==> src/rtl/xchg_pkg.sv <==
package xchg_pkg;

    localparam int DW = 32;
    localparam logic [7:0] VEC_GP = 8'd13;
    localparam logic [7:0] VEC_SS = 8'd12;

    typedef enum logic [1:0] {
        SZ_B = 2'd0,
        SZ_W = 2'd1,
        SZ_D = 2'd2
    } opsz_e;

    typedef enum logic [3:0] {
        ST_IDLE,
        ST_RR_WR_A,
        ST_RR_WR_B,
        ST_CHECK,
        ST_LK_RD,
        ST_LK_WR,
        ST_REG_WB,
        ST_COMPLETE,
        ST_FAULT
    } state_e;

    // Pull the addressed operand out of a full register, low-aligned.
    function automatic logic [DW-1:0] opnd_get(input logic [DW-1:0] full,
                                               input opsz_e sz,
                                               input logic hi);
        logic [DW-1:0] r;
        case (sz)
            SZ_B:    r = hi ? {24'b0, full[15:8]} : {24'b0, full[7:0]};
            SZ_W:    r = {16'b0, full[15:0]};
            default: r = full;
        endcase
        return r;
    endfunction

    // Merge a low-aligned operand value back into a full register.
    function automatic logic [DW-1:0] opnd_put(input logic [DW-1:0] full,
                                               input logic [DW-1:0] val,
                                               input opsz_e sz,
                                               input logic hi);
        logic [DW-1:0] r;
        case (sz)
            SZ_B:    r = hi ? {full[31:16], val[7:0], full[7:0]}
                            : {full[31:8], val[7:0]};
            SZ_W:    r = {full[31:16], val[15:0]};
            default: r = val;
        endcase
        return r;
    endfunction

endpackage

==> src/rtl/xchg_decode.sv <==
module xchg_decode
    import xchg_pkg::*;
(
    input  logic [7:0] opcode,
    input  logic [7:0] modrm,
    input  logic       opsize32,
    output logic       valid,
    output opsz_e      sz,
    output logic       is_mem,
    output logic [2:0] a_phys,
    output logic       a_hi,
    output logic [2:0] b_phys,
    output logic       b_hi
);
    logic [2:0] a_idx;
    logic [2:0] b_idx;

    always_comb begin
        valid  = 1'b0;
        sz     = opsize32 ? SZ_D : SZ_W;
        is_mem = 1'b0;
        a_idx  = 3'd0;
        b_idx  = 3'd0;
        if (opcode[7:3] == 5'b10010) begin
            valid = 1'b1;
            b_idx = opcode[2:0];
        end else if (opcode == 8'h86 || opcode == 8'h87) begin
            valid  = 1'b1;
            if (opcode == 8'h86) sz = SZ_B;
            is_mem = (modrm[7:6] != 2'b11);
            a_idx  = modrm[5:3];
            b_idx  = modrm[2:0];
        end
    end

    always_comb begin
        if (sz == SZ_B) begin
            a_phys = {1'b0, a_idx[1:0]};
            a_hi   = a_idx[2];
            b_phys = {1'b0, b_idx[1:0]};
            b_hi   = b_idx[2];
        end else begin
            a_phys = a_idx;
            a_hi   = 1'b0;
            b_phys = b_idx;
            b_hi   = 1'b0;
        end
    end

endmodule

==> src/rtl/xchg_fault_chk.sv <==
module xchg_fault_chk
    import xchg_pkg::*;
#(
    parameter int ADDR_W = 32
)(
    input  logic [ADDR_W-1:0] addr,
    input  opsz_e             sz,
    input  logic              real_mode,
    input  logic              writable,
    input  logic              is_stack,
    input  logic [ADDR_W-1:0] limit,
    output logic              flt,
    output logic [7:0]        vec
);
    localparam logic [ADDR_W:0] RM_TOP = {{(ADDR_W-16){1'b0}}, 17'h0FFFF};

    logic [ADDR_W:0] span;
    logic [ADDR_W:0] last;

    always_comb begin
        case (sz)
            SZ_B:    span = '0;
            SZ_W:    span = {{ADDR_W{1'b0}}, 1'b1};
            default: span = {{(ADDR_W-1){1'b0}}, 2'b11};
        endcase
        last = {1'b0, addr} + span;
    end

    always_comb begin
        flt = 1'b0;
        vec = VEC_GP;
        if (real_mode) begin
            flt = (last > RM_TOP);
        end else if (!writable) begin
            flt = 1'b1;
        end else if (last > {1'b0, limit}) begin
            flt = 1'b1;
            vec = is_stack ? VEC_SS : VEC_GP;
        end
    end

endmodule

==> src/rtl/xchg_unit.sv <==
module xchg_unit
    import xchg_pkg::*;
#(
    parameter int ADDR_W = 32
)(
    input  logic              clk,
    input  logic              rst_n,
    input  logic              start,
    input  logic [7:0]        opcode,
    input  logic [7:0]        modrm,
    input  logic              opsize32,
    input  logic              real_mode,
    input  logic              seg_writable,
    input  logic              seg_is_stack,
    input  logic [ADDR_W-1:0] seg_limit,
    input  logic [ADDR_W-1:0] mem_offset,
    output logic [2:0]        rf_raddr_a,
    output logic [2:0]        rf_raddr_b,
    input  logic [31:0]       rf_rdata_a,
    input  logic [31:0]       rf_rdata_b,
    output logic              rf_we,
    output logic [2:0]        rf_waddr,
    output logic [31:0]       rf_wdata,
    output logic              mem_req,
    output logic              mem_we,
    output logic [ADDR_W-1:0] mem_addr,
    output logic [1:0]        mem_size,
    output logic [31:0]       mem_wdata,
    input  logic [31:0]       mem_rdata,
    input  logic              mem_ack,
    output logic              bus_lock,
    output logic              done,
    output logic              fault,
    output logic [7:0]        fault_vec
);
    state_e state, nstate;

    logic       dec_valid, dec_mem, dec_ahi, dec_bhi;
    opsz_e      dec_sz;
    logic [2:0] dec_pa, dec_pb;

    opsz_e             sz_q;
    logic [2:0]        pa_q, pb_q;
    logic              ha_q, hb_q;
    logic [DW-1:0]     va_q, vb_q, mem_q;
    logic [ADDR_W-1:0] addr_q, lim_q;
    logic              rm_q, wr_q, stk_q;
    logic [7:0]        vec_q;

    logic              chk_flt;
    logic [7:0]        chk_vec;
    logic              go;
    logic [DW-1:0]     wr_a_val;

    xchg_decode u_dec (
        .opcode   (opcode),
        .modrm    (modrm),
        .opsize32 (opsize32),
        .valid    (dec_valid),
        .sz       (dec_sz),
        .is_mem   (dec_mem),
        .a_phys   (dec_pa),
        .a_hi     (dec_ahi),
        .b_phys   (dec_pb),
        .b_hi     (dec_bhi)
    );

    xchg_fault_chk #(.ADDR_W(ADDR_W)) u_chk (
        .addr      (addr_q),
        .sz        (sz_q),
        .real_mode (rm_q),
        .writable  (wr_q),
        .is_stack  (stk_q),
        .limit     (lim_q),
        .flt       (chk_flt),
        .vec       (chk_vec)
    );

    assign rf_raddr_a = dec_pa;
    assign rf_raddr_b = dec_pb;
    assign go         = start && dec_valid;
    assign wr_a_val   = opnd_put(va_q, opnd_get(vb_q, sz_q, hb_q), sz_q, ha_q);
    assign mem_addr   = addr_q;
    assign mem_size   = sz_q;

    // State register
    always_ff @(posedge clk or negedge rst_n) begin
        if (!rst_n) state <= ST_IDLE;
        else        state <= nstate;
    end

    // Operand and attribute capture
    always_ff @(posedge clk or negedge rst_n) begin
        if (!rst_n) begin
            sz_q   <= SZ_B;
            pa_q   <= '0;
            pb_q   <= '0;
            ha_q   <= 1'b0;
            hb_q   <= 1'b0;
            va_q   <= '0;
            vb_q   <= '0;
            mem_q  <= '0;
            addr_q <= '0;
            lim_q  <= '0;
            rm_q   <= 1'b0;
            wr_q   <= 1'b0;
            stk_q  <= 1'b0;
            vec_q  <= '0;
        end else begin
            unique case (state)
                ST_IDLE: if (go) begin
                    sz_q   <= dec_sz;
                    pa_q   <= dec_pa;
                    pb_q   <= dec_pb;
                    ha_q   <= dec_ahi;
                    hb_q   <= dec_bhi;
                    va_q   <= rf_rdata_a;
                    vb_q   <= rf_rdata_b;
                    addr_q <= mem_offset;
                    lim_q  <= seg_limit;
                    rm_q   <= real_mode;
                    wr_q   <= seg_writable;
                    stk_q  <= seg_is_stack;
                end
                ST_RR_WR_A: if (pa_q == pb_q) vb_q <= wr_a_val;
                ST_CHECK:   vec_q <= chk_vec;
                ST_LK_RD:   if (mem_ack) mem_q <= opnd_get(mem_rdata, sz_q, 1'b0);
                default: ;
            endcase
        end
    end

    // Next state and outputs
    always_comb begin
        nstate    = state;
        rf_we     = 1'b0;
        rf_waddr  = pa_q;
        rf_wdata  = '0;
        mem_req   = 1'b0;
        mem_we    = 1'b0;
        mem_wdata = '0;
        bus_lock  = 1'b0;
        done      = 1'b0;
        fault     = 1'b0;
        fault_vec = '0;
        unique case (state)
            ST_IDLE: if (go) nstate = dec_mem ? ST_CHECK : ST_RR_WR_A;
            ST_RR_WR_A: begin
                rf_we    = 1'b1;
                rf_wdata = wr_a_val;
                nstate   = ST_RR_WR_B;
            end
            ST_RR_WR_B: begin
                rf_we    = 1'b1;
                rf_waddr = pb_q;
                rf_wdata = opnd_put(vb_q, opnd_get(va_q, sz_q, ha_q), sz_q, hb_q);
                nstate   = ST_COMPLETE;
            end
            ST_CHECK: nstate = chk_flt ? ST_FAULT : ST_LK_RD;
            ST_LK_RD: begin
                mem_req  = 1'b1;
                bus_lock = 1'b1;
                if (mem_ack) nstate = ST_LK_WR;
            end
            ST_LK_WR: begin
                mem_req   = 1'b1;
                mem_we    = 1'b1;
                bus_lock  = 1'b1;
                mem_wdata = opnd_get(va_q, sz_q, ha_q);
                if (mem_ack) nstate = ST_REG_WB;
            end
            ST_REG_WB: begin
                rf_we    = 1'b1;
                rf_wdata = opnd_put(va_q, mem_q, sz_q, ha_q);
                nstate   = ST_COMPLETE;
            end
            ST_COMPLETE: begin
                done   = 1'b1;
                nstate = ST_IDLE;
            end
            ST_FAULT: begin
                fault     = 1'b1;
                fault_vec = vec_q;
                nstate    = ST_IDLE;
            end
            default: nstate = ST_IDLE;
        endcase
    end

endmodule

==> config.mk <==
export PLATFORM = sky130hd
export DESIGN_NAME = xchg_unit
export DESIGN_NICKNAME = d
export VERILOG_FILES = /design/src/rtl/xchg_pkg.sv /design/src/rtl/xchg_decode.sv /design/src/rtl/xchg_fault_chk.sv /design/src/rtl/xchg_unit.sv
export SDC_FILE = /design/constraint.sdc
export NUM_CORES = 1
export LEC_CHECK = 0
export ABC_AREA = 1
export BUFFER_PORTS_ARGS = -buffer_cell sky130_fd_sc_hd__buf_2
export CAP_MARGIN = 20
export CORE_MARGIN = 4
export CORE_UTILIZATION = 50
export CTS_BUF_LIST = sky130_fd_sc_hd__clkbuf_4 sky130_fd_sc_hd__clkbuf_8
export DETAILED_ROUTE_END_ITERATION = 10
export GPL_TIMING_DRIVEN = 1
export HOLD_SLACK_MARGIN = 0.15
export PLACE_DENSITY = 0.86
export SYNTH_ARGS = -nofsm -noshare
export SYNTH_HDL_FRONTEND = slang
export SYNTH_SLANG_ARGS = --single-unit
==> constraint.sdc <==
create_clock -name clk -period 3.8 [get_ports clk]
set_input_delay 0.38 -clock clk [delete_from_list [all_inputs] [get_ports clk]]
set_output_delay 0.38 -clock clk [all_outputs]
set_load 0.03 [all_outputs]
; ---- After elaboration in Yosys (flattened, before gate mapping)
; Cells that the tools add are included.
[totals]
regBits = 185
wordCells = 102
latchBits = 0
ramBits = 0
romBits = 0
memories = 0
output_inout_bits = 121
[op_classes]
n_lt_le_gt_ge = 2
eq_ne = 18
multipliers = 0
mux = 53
bitwise_logic = 0
n_addsub = 1
div_mod_pow = 0
n_shift = 0
reduce_logical = 13
[ops]
columns = operator, count
row1 = one-hot mux 32 bit (2 select lines), 7
row2 = 2-to-1 mux 32 bit, 3
row3 = one-hot mux 32 bit (3 select lines), 1
row4 = 2-to-1 mux 16 bit, 3
row5 = 2-to-1 mux 8 bit, 6
row6 = adder 32 x 2 -> 33 bit, 1
row7 = > comparator 33 x 16 -> 1 bit (second input constant), 1
row8 = > comparator 33 x 32 -> 1 bit, 1
row9 = one-hot mux 4 bit (6 select lines), 1
row10 = 2-to-1 mux 3 bit, 7
row11 = == test 4 x 3 -> 1 bit (second input constant), 4
row12 = == test 8 bit (second input constant), 2
row13 = 2-to-1 mux 4 bit, 4
row14 = 2-to-1 mux 1 bit, 15
row15 = 2-to-1 mux 2 bit, 5
row16 = inequality test 2 bit (second input constant), 5
row17 = == test 4 x 2 -> 1 bit (second input constant), 2
row18 = AND reduction 3 bit, 2
row19 = == test 5 bit (second input constant), 1
row20 = == test 4 x 1 -> 1 bit (second input constant), 1
row21 = == test 4 bit (second input constant), 1
row22 = logical NOT 2 bit, 2
row23 = logical NOT 4 bit, 1
row24 = one-hot mux 2 bit (2 select lines), 1
row25 = other kinds (8), 10

; ---- Logic depth before layout (Yosys ltp)
; Gate-level depths: netlist of run 1.
[depth]
depth_word = 9
ltp_mapped = 27
ltp_nobuf = 26

; ---- By module
; Synthesis of run 1 repeated with hierarchy kept, for this count alone.
[unflattened]
cells_unflattened = 1764
area_unflattened_um2 = 12129.1
[by_module_without_submodules]
columns = mod, cells_per_inst, n_inst, area_each_um2
row1 = xchg_unit, 1331, 1, 9849.4
row2 = xchg_fault_chk, 394, 1, 2075.7
row3 = xchg_decode, 39, 1, 203.9

; ---- Worst setup path before layout of run 1
; Ideal clock, no wire load.
[synth_timing]
path_kind = register to register
startpoint = register sz_q[1], in the netlist mem_size[1]
endpoint = register state[2]
stages_incl_launch_ff = 27
arrival_ns = 3.442
synth_period_minus_slack_ns = 3.506
required_ns = 3.735
n_path_buf = 1
slack_ns = 0.294
setup_ns = 0.065
path_cell_list = dfrtp_1 nor2_1 inv_2 clkbuf_1 ha_1 ha_1 inv_1 nand2_1 nand2_1 nor2_2 nand3b_1 xor2_1 inv_1 ha_1 nand2_1 inv_1 o21ai_0 nand2_1 a21oi_1 nor2_1 nor2_1 nand3_1 nand2_1 nand2_1 nand2_1 nand2_1 nand2_1
[synth_between]
elab_chain_len = 9
word_cells_on_any_way = 11
classes_between = 1 x add/sub / 2 x order compare / 1 x eq/ne / 6 x mux / 1 x reduce/logical
[synth_rtl]
columns = item, line_no
row1 = from (decl), xchg_unit.sv:42  ; opsz_e sz_q;
row2 = from (signal assigned), xchg_unit.sv:112  ; sz_q <= dec_sz;
row3 = == test 2 x 1 -> 1 bit / logical NOT 2 bit (equally long branches), xchg_fault_chk.sv:21  ; case (sz)
row4 = one-hot mux 2 bit (2 select lines) (*), xchg_fault_chk.sv:21
row5 = adder 32 x 2 -> 33 bit (*), xchg_fault_chk.sv:26  ; last = {1'b0, addr} + span;
row6 = > comparator 33 x 32 -> 1 bit, xchg_fault_chk.sv:36  ; end else if (last > {1'b0, limit}) begin
row7 = 2-to-1 mux 1 bit, xchg_fault_chk.sv:36
row8 = 2-to-1 mux 1 bit, xchg_fault_chk.sv:34  ; end else if (!writable) begin
row9 = 2-to-1 mux 1 bit (*), xchg_fault_chk.sv:32  ; if (real_mode) begin
row10 = 2-to-1 mux 4 bit (*), xchg_unit.sv:159  ; ST_CHECK: nstate = chk_flt ? ST_FAULT : ST_LK_RD;
row11 = one-hot mux 4 bit (6 select lines) (*), xchg_unit.sv:146  ; unique case (state)
row12 = to (signal assigned), xchg_unit.sv:89  ; else state <= nstate;
row13 = to (decl), xchg_unit.sv:36  ; state_e state, nstate;
; Mark *: on every way between the ends. The rest lies on a longest branch, timed or not.
; A chain may end at the register's enable or synchronous reset.

; ---- Final worst setup path of run 1
[layout_timing]
startpoint = register sz_q[1], in the netlist mem_size[1]
endpoint = output port rf_wdata[8]
[layout_between]
elab_chain_len = 5
word_cells_on_any_way = 10
classes_between = 1 x eq/ne / 8 x mux / 1 x reduce/logical
[layout_rtl]
columns = item, line_no
row1 = == test 2 x 1 -> 1 bit / logical NOT 2 bit (equally long branches), "xchg_pkg.sv:30, xchg_pkg.sv:44"
row2 = one-hot mux 32 bit (2 select lines), xchg_pkg.sv:30  ; case (sz)
row3 = 2-to-1 mux 16 bit, xchg_pkg.sv:45  ; SZ_B: r = hi ? {full[31:16], val[7:0], full[7:0]}
row4 = one-hot mux 32 bit (2 select lines), xchg_pkg.sv:44  ; case (sz)
row5 = one-hot mux 32 bit (3 select lines) (*), xchg_unit.sv:146
row6 = to (decl), xchg_unit.sv:23  ; output logic [31:0] rf_wdata,
; Marks and branches as above.

==> impl_metrics.ini, run 1 <==
[route]
num_vias = 12828
wire_per_inst_um = 17.91
drtIter0Drc = 1451
drc = 0
wl_met3_um = 3962
top_layer_used = met4
wl_met1_um = 15760
vias_per_cell = 5.671
met2_wirelength_um = 18570
dr.pass1.iters = 7
drt_wl_total_um = 40500
ant_nets = 0

[setup_path]
max_stage_delay_ns = 0.58
critical_path_peak_fanout = 24
cp.buffers_inverters = 4
rr_worst_depth = 25
cp-end-kind = output pin
worstPathRequired_ns = 3.42
reg2reg_to = state[2]$_DFFE_PN0P_
setup.worst_path.class = reg2out
path_cells = nor2_2 -> inv_2 -> buf_4 -> nor2_1 -> clkinv_1 -> o221ai_1 -> nand2_1 -> nand3_1 -> buf_2
rrSetupSlack_ns = 0.52
crit_end = rf_wdata[8]
crit_cells = 9
critPathLaunchType = register
r2r_start = mem_size[1]$_DFFE_PN0P_
crit_arrival_ns = 3.21
crit_family = buffers and inverters
crit_start = mem_size[1]$_DFFE_PN0P_
cp_slowest_cell = clkinv_1

[floorplanning]
core.rowCount = 54
initial_utilization_pct = 50.63
io_pins = 305
core_sq_mm = 0.02176
fp.dieArea_sq_mm = 0.02447
die_w_um = 156.4
fp.dieH_um = 156.4

[synth]
yosys.cell_types.count = 37
ys_ff_latch = 179
synth_top_area_share_pct = 40.67
ys_seq_area_share_pct = 40.67
synth_area_leader_cell = dfrtp_1
syn_inst = 1570
syn_avg_cell_area_sq_um = 7.015
syn-cell-area_sq_mm = 0.01101
yosys_warnings = 0
yosys-top-cells-area = dfrtp_1 41%, nand2_1 16%, o21ai_0 7.0%, inv_1 6.0%, nor2_1 5.9%

[sta]
slew_headroom_pct = 48.37
fin_crit_sh_pct = 94.39
drv_slew = 0
setup_tns_ns = 0
setup_viol = 0
rsz0062_at_grt = no
fmax_ghz = 0.2788
worst_pin_slew_ns = 0.7734
hold_viol = 0
layout_min_cycle_time_ns = 3.587
fin_skew_ns = 0.02334

[grt]
grt_max_degree = 185
antenna_found_initial = 0
grt_overflow_total = 0
grt_pass1_vias = 12599
grt_use_total_pct = 32.61
grt_pass1_wl_um = 64070

[pwr]
peakVddDrop_v = 0.0004274
p_leak_uw = 0.007568
power_density_mw_per_mm2 = 697.1

[clock_tree]
clk_latency_ns = 0.49
numCtsBuffers = 17
cts-root-buf = clkbuf_8
htreeDepth = 4
numClockSinks = 179
cts_tree = built
postCtsSetupBuffers = 0
clock_path_buffers = 2
cts.clk_slew.worst_paths_ns = 0.12

[layout]
area_growth_pct = 32.08
nets = 2187
final_layout_size_suffix_gt1_share_pct = 18.42
seqCellArea_sq_mm = 0.004481
fillCellCount = 1796
multiInputGateArea_sq_mm = 0.005520
final_cell_area_sq_mm = 0.01455
num_antenna_cells = 0

[placement]
dpl_cell_area_sq_mm = 0.01268
gp_congestion = 0.9555
hpwl_um = 27360
port_buffers = 299

[outcome]
status = finished, final reports clean

[min_path]
worstHoldPathType = in2reg

[job]
cap_violations = 0
==> through the flow <==
step / hold slack, ns / utilization, % / setup WS [ns] / total power (uW) / std cells
floorplan: 0.08441 / - / 0.2936 / 6771 / 1574
global placement: 0.3906 / 58.30 / 0.5588 / 8408 / 2086
detailed placement: 0.3946 / 58.30 / 0.4660 / 8517 / 2086
CTS: 0.1516 / 66.85 / 0.3503 / 10020 / 2262
global route: 0.1579 / 66.87 / 0.08411 / 10850 / 2262
finish: 0.1647 / 66.87 / 0.2133 / 10140 / 2262
==> Yosys cell counts, drive strengths merged <==
library cell,count
a211o,1
a211oi,1
a21o,2
a21oi,28
a221o,1
a31oi,36
buf,30
clkbuf,53
clkinv,3
conb,1
dfrtp,179
ha,34
inv,181
nand2,483
nand3,51
nand3b,3
nand4,13
nor2,174
nor3,18
nor4,5
o211ai,55
o21ai,156
o21bai,1
o221ai,11
o22ai,20
o311ai,5
o31ai,2
o41ai,1
or2,5
xnor2,6
xor2,11
==> metal layers <==
metal / vias up / global-route usage, %
li1: 5906 / -
met1: 5863 / 42.21
met2: 859 / 52.43
met3: 200 / 6.195
met4: 0 / 16.49
met5: - / 0
==> worst min-delay path by stage <==
stage / end / slack [ns] / cells after the start / start
final: vb_q[17]$_DFFE_PN0P_ / 0.16 / 3 / rf_rdata_b[17]
after global routing: vb_q[1]$_DFFE_PN0P_ / 0.16 / 3 / rf_rdata_b[1]
after CTS: vb_q[8]$_DFFE_PN0P_ / 0.15 / 3 / rf_rdata_b[8]
after detailed placement: mem_q[10]$_DFFE_PN0P_ / 0.39 / 1 / rst_n
after global placement: mem_q[10]$_DFFE_PN0P_ / 0.39 / 1 / rst_n
after floorplan: ha_q$_DFFE_PN0P_ / 0.08 / 0 / rst_n
==> flip-flops by register name, summed over array words and instances (netlist names) <==
register	flops
state	4
va_q	32
mem_q	32
ha_q	1
stk_q	1
hb_q	1
pa_q	3
vb_q	32
vec_q	2
lim_q	32
rm_q	1
mem_addr	32
wr_q	1
mem_size	2
pb_q	3
==> report_power, final <==
| group | switching [uW] | internal [uW] | total [uW] |
|---|---|---|---|
| Sequential | 549 | 2580 | 3130 |
| Clock | 876 | 508 | 1380 |
| Combinational | 3940 | 1690 | 5630 |
==> cells by family after synthesis <==
logic type	synth area share (%)
buf+inv	9.565
compound gates	17.39
simple gates	27.13
other cells	0.03405
flops	40.67
fa+ha+maj	3.862
xor+xnor	1.352
==> layout make-up <==
class,instances,area share (%)
clock buffer,17,1.608
inverter,184,4.748
multi-input combinational,1128,37.95
clock inverter,15,1.256
sequential,179,30.80
tap,280,2.408
timing repair buffer,459,21.24
==> placed cells by master, fill, tap and decap left out, drive strengths merged, types with 2 or more instances in the layout <==
| cell | instances |
|---|---|
| a21oi | 28 |
| o31ai | 2 |
| conb | 5 |
| o221ai | 11 |
| clkbuf | 17 |
| o21ai | 156 |
| a21o | 2 |
| nand3 | 51 |
| o311ai | 5 |
| o211ai | 55 |
| xnor2 | 6 |
| ha | 34 |
| nor3 | 18 |
| nand2 | 483 |
| nor2 | 174 |
| nand4 | 13 |
| xor2 | 11 |
| nand3b | 3 |
| or2 | 5 |
| clkinv | 11 |
| inv | 187 |
| nor4 | 5 |
| a31oi | 36 |
| o22ai | 20 |
| buf | 315 |
| dfrtp | 179 |
| dlygate4sd3 | 144 |
==> what timing repair did <==
action                     in CTS  in global routing
hold endpoints to repair      200                  0
hold buffers                  144                  0
gates resized for setup         0                  1
setup endpoints to repair       0                  2
==> worst register-to-register path, cell delays in order, from the launching register on <==
cell and delay (ns):
dfrtp_2 0.42, nor2_2 0.07, inv_2 0.05, ha_1 0.16
ha_1 0.14, inv_1 0.03, nand2_1 0.19, nand2_1 0.16
nor2_4 0.27, nand3b_1 0.13, xor2_1 0.20, inv_1 0.07
ha_1 0.30, nand2_1 0.08, inv_1 0.03, o21ai_0 0.13
nand2_1 0.08, a21oi_1 0.13, nor2_1 0.06, nor2_1 0.12
nand3_1 0.08, nand2_1 0.08, nand2_1 0.05, nand2_1 0.08
nand2_1 0.05, nand2_1 0.06
No activity file was read; power rests on OpenSTA's default activity.
==> inputs of run 2 (changes only) <==
Settings changed: CORE_ASPECT_RATIO set to 1.5.
==> impl_metrics.ini, run 2 (synthesized netlist as in run 1, its figures left out) <==
[grt]
grt_max_degree = 185
grt_pass1_vias = 12809
grt_use_total_pct = 34.26
grt_overflow_total = 0
grt_pass1_wl_um = 65900
antenna_found_initial = 0

[sta]
worst_pin_slew_ns = 0.9384
layout_min_cycle_time_ns = 3.605
slew_headroom_pct = 37.44
fin_skew_ns = 0.01636
setup_tns_ns = 0
rsz0062_at_grt = no
drv_slew = 0
fmax_ghz = 0.2774
hold_viol = 0
fin_crit_sh_pct = 94.87
setup_viol = 0

[min_path]
worstHoldPathType = in2reg
whs_path_depth = 3

[placement]
port_buffers = 299
hpwl_um = 28330
gp_congestion = 1.007

[clock_tree]
numClockSinks = 179
numCtsBuffers = 17
cts-root-buf = clkbuf_8
clk_latency_ns = 0.49
postCtsSetupBuffers = 0
htreeDepth = 4
cts.clk_slew.worst_paths_ns = 0.09
clock_path_buffers = 2
cts_tree = built

[setup_path]
cp-end-kind = output pin
worstPathRequired_ns = 3.42
crit_arrival_ns = 3.23
rr_worst_depth = 25
critical_path_peak_fanout = 24
setup.worst_path.class = reg2out
critPathLaunchType = register

[pwr]
p_int_uw = 4950
p_sw_share_pct = 51.78
combPwrFrac_pct = 55.9
power.switching_uw = 5316
pwr-share-clk_pct = 13.6
fin_total_pwr_uw = 10270
p_leak_uw = 0.007562
seq_power_share_pct = 30.6
peakVddDrop_v = 0.0005737
power_density_mw_per_mm2 = 706.9

[layout]
layout.cells.most_common = nand2_1
nets = 2188
final_layout_size_suffix_gt1_share_pct = 18.29
final_cell_mix = 483 x nand2_1, 298 x buf_2, 178 x dfrtp_1
area_growth_pct = 31.85

[route]
drc = 0
drtIter0Drc = 1299
num_vias = 12810
wire_per_inst_um = 18.82
ant_nets = 0
dr.pass1.iters = 8
drt_wl_total_um = 42410
vias_per_cell = 5.686

[floorplanning]
fp.dieH_um = 189.8
die_w_um = 129.2
fp.dieArea_sq_mm = 0.02452
initial_utilization_pct = 50.71
io_pins = 305
core_sq_mm = 0.02172
core.rowCount = 66

[outcome]
status = finished, final reports clean

[job]
cap_violations = 0
==> run 2: changes by cell type in the layout (fill, tap and decap cells not counted) <==
cell | previous run | this run
inv_8 | 6 | 0
buf_4 | 14 | 15
nor2_2 | 3 | 4
clkinv_8 | 5 | 0
inv_6 | 0 | 1
clkinv_2 | 0 | 2
nor2_4 | 2 | 1
clkbuf_8 | 17 | 19
clkinv_4 | 3 | 1
bufinv_16 | 0 | 3
diode_2 | 0 | 2
clkinvlp_4 | 1 | 2
==> run 2: final timing paths <==
path                                    startpoint                    end  slack, ns
hold reg to reg               vec_q[2]$_DFFE_PN0N_   vec_q[2]$_DFFE_PN0N_       0.48
setup / recovery           mem_size[1]$_DFFE_PN0P_           rf_wdata[15]       0.19
setup reg to reg           mem_size[1]$_DFFE_PN0P_   state[2]$_DFFE_PN0P_       0.51
min in group asynchronous                    rst_n   lim_q[4]$_DFFE_PN0P_       0.55
max in group asynchronous                    rst_n   vb_q[18]$_DFFE_PN0P_       2.26
hold / removal                       mem_rdata[19]  mem_q[19]$_DFFE_PN0P_       0.16
==> run 2: power by group through the flow <==
| stage | registers [uW] | clock network [uW] | logic (uW) |
|---|---|---|---|
| final | 3140 | 1390 | 5740 |
| after global routing | 3190 | 1460 | 6260 |
| after CTS | 3100 | 1400 | 5580 |
| after detailed placement | 3140 | 0 | 5430 |
| after global placement | 3110 | 0 | 5370 |
| after floorplan | 3220 | 0 | 3550 |
==> run 2: what timing repair did <==
action / 4_1_cts / 5_1_grt
hold endpoints to repair: 240 / 0
hold buffers: 144 / 0
gates resized for setup: 0 / 0
==> run 2: per-stage QoR <==
stage | hold WS, ns | std cells | util (%) | cell area [sq um] | setup WS, ns
2_1_floorplan | 0.08441 | 1574 | - | 11030 | 0.2936
3_3_place_gp | 0.4349 | 2079 | 58.39 | 12680 | 0.5874
3_5_place_dp | 0.4571 | 2079 | 58.39 | 12680 | 0.5616
4_1_cts | 0.1500 | 2251 | 66.85 | 14520 | 0.3147
5_1_grt | 0.1528 | 2251 | 66.85 | 14520 | 0.005805
6_report | 0.1615 | 2253 | 66.87 | 14520 | 0.1949
==> run 2: layout make-up <==
cell class	count	area, sq um
Fill cell	1796	7196
Timing Repair Buffer	460	3097
Clock inverter	9	132.6
Clock buffer	19	261.5
Tap cell	272	340.3
Antenna cell	2	5.005
Inverter	184	690.7
Sequential cell	179	4481
Multi-Input combinational cell	1128	5515
==> run 2: worst max-delay path, stage by stage (launching register included) <==
cell and delay (ns):
dfrtp_2 0.45, nor2_2 0.15, inv_2 0.05, buf_4 0.23
nor2_1 0.55, clkinv_1 0.56, o22ai_1 0.27, o21ai_0 0.12
nand3_1 0.13, buf_2 0.22
==> run 2: metal layers <==
layer  wire, um  GRT usage (%)  part of all wire, %
met5          0              0                    0
met4       2470          18.27                  5.8
met3       3592          6.826                  8.5
met2      21650          60.36                   51
met1      14690          38.41                   35
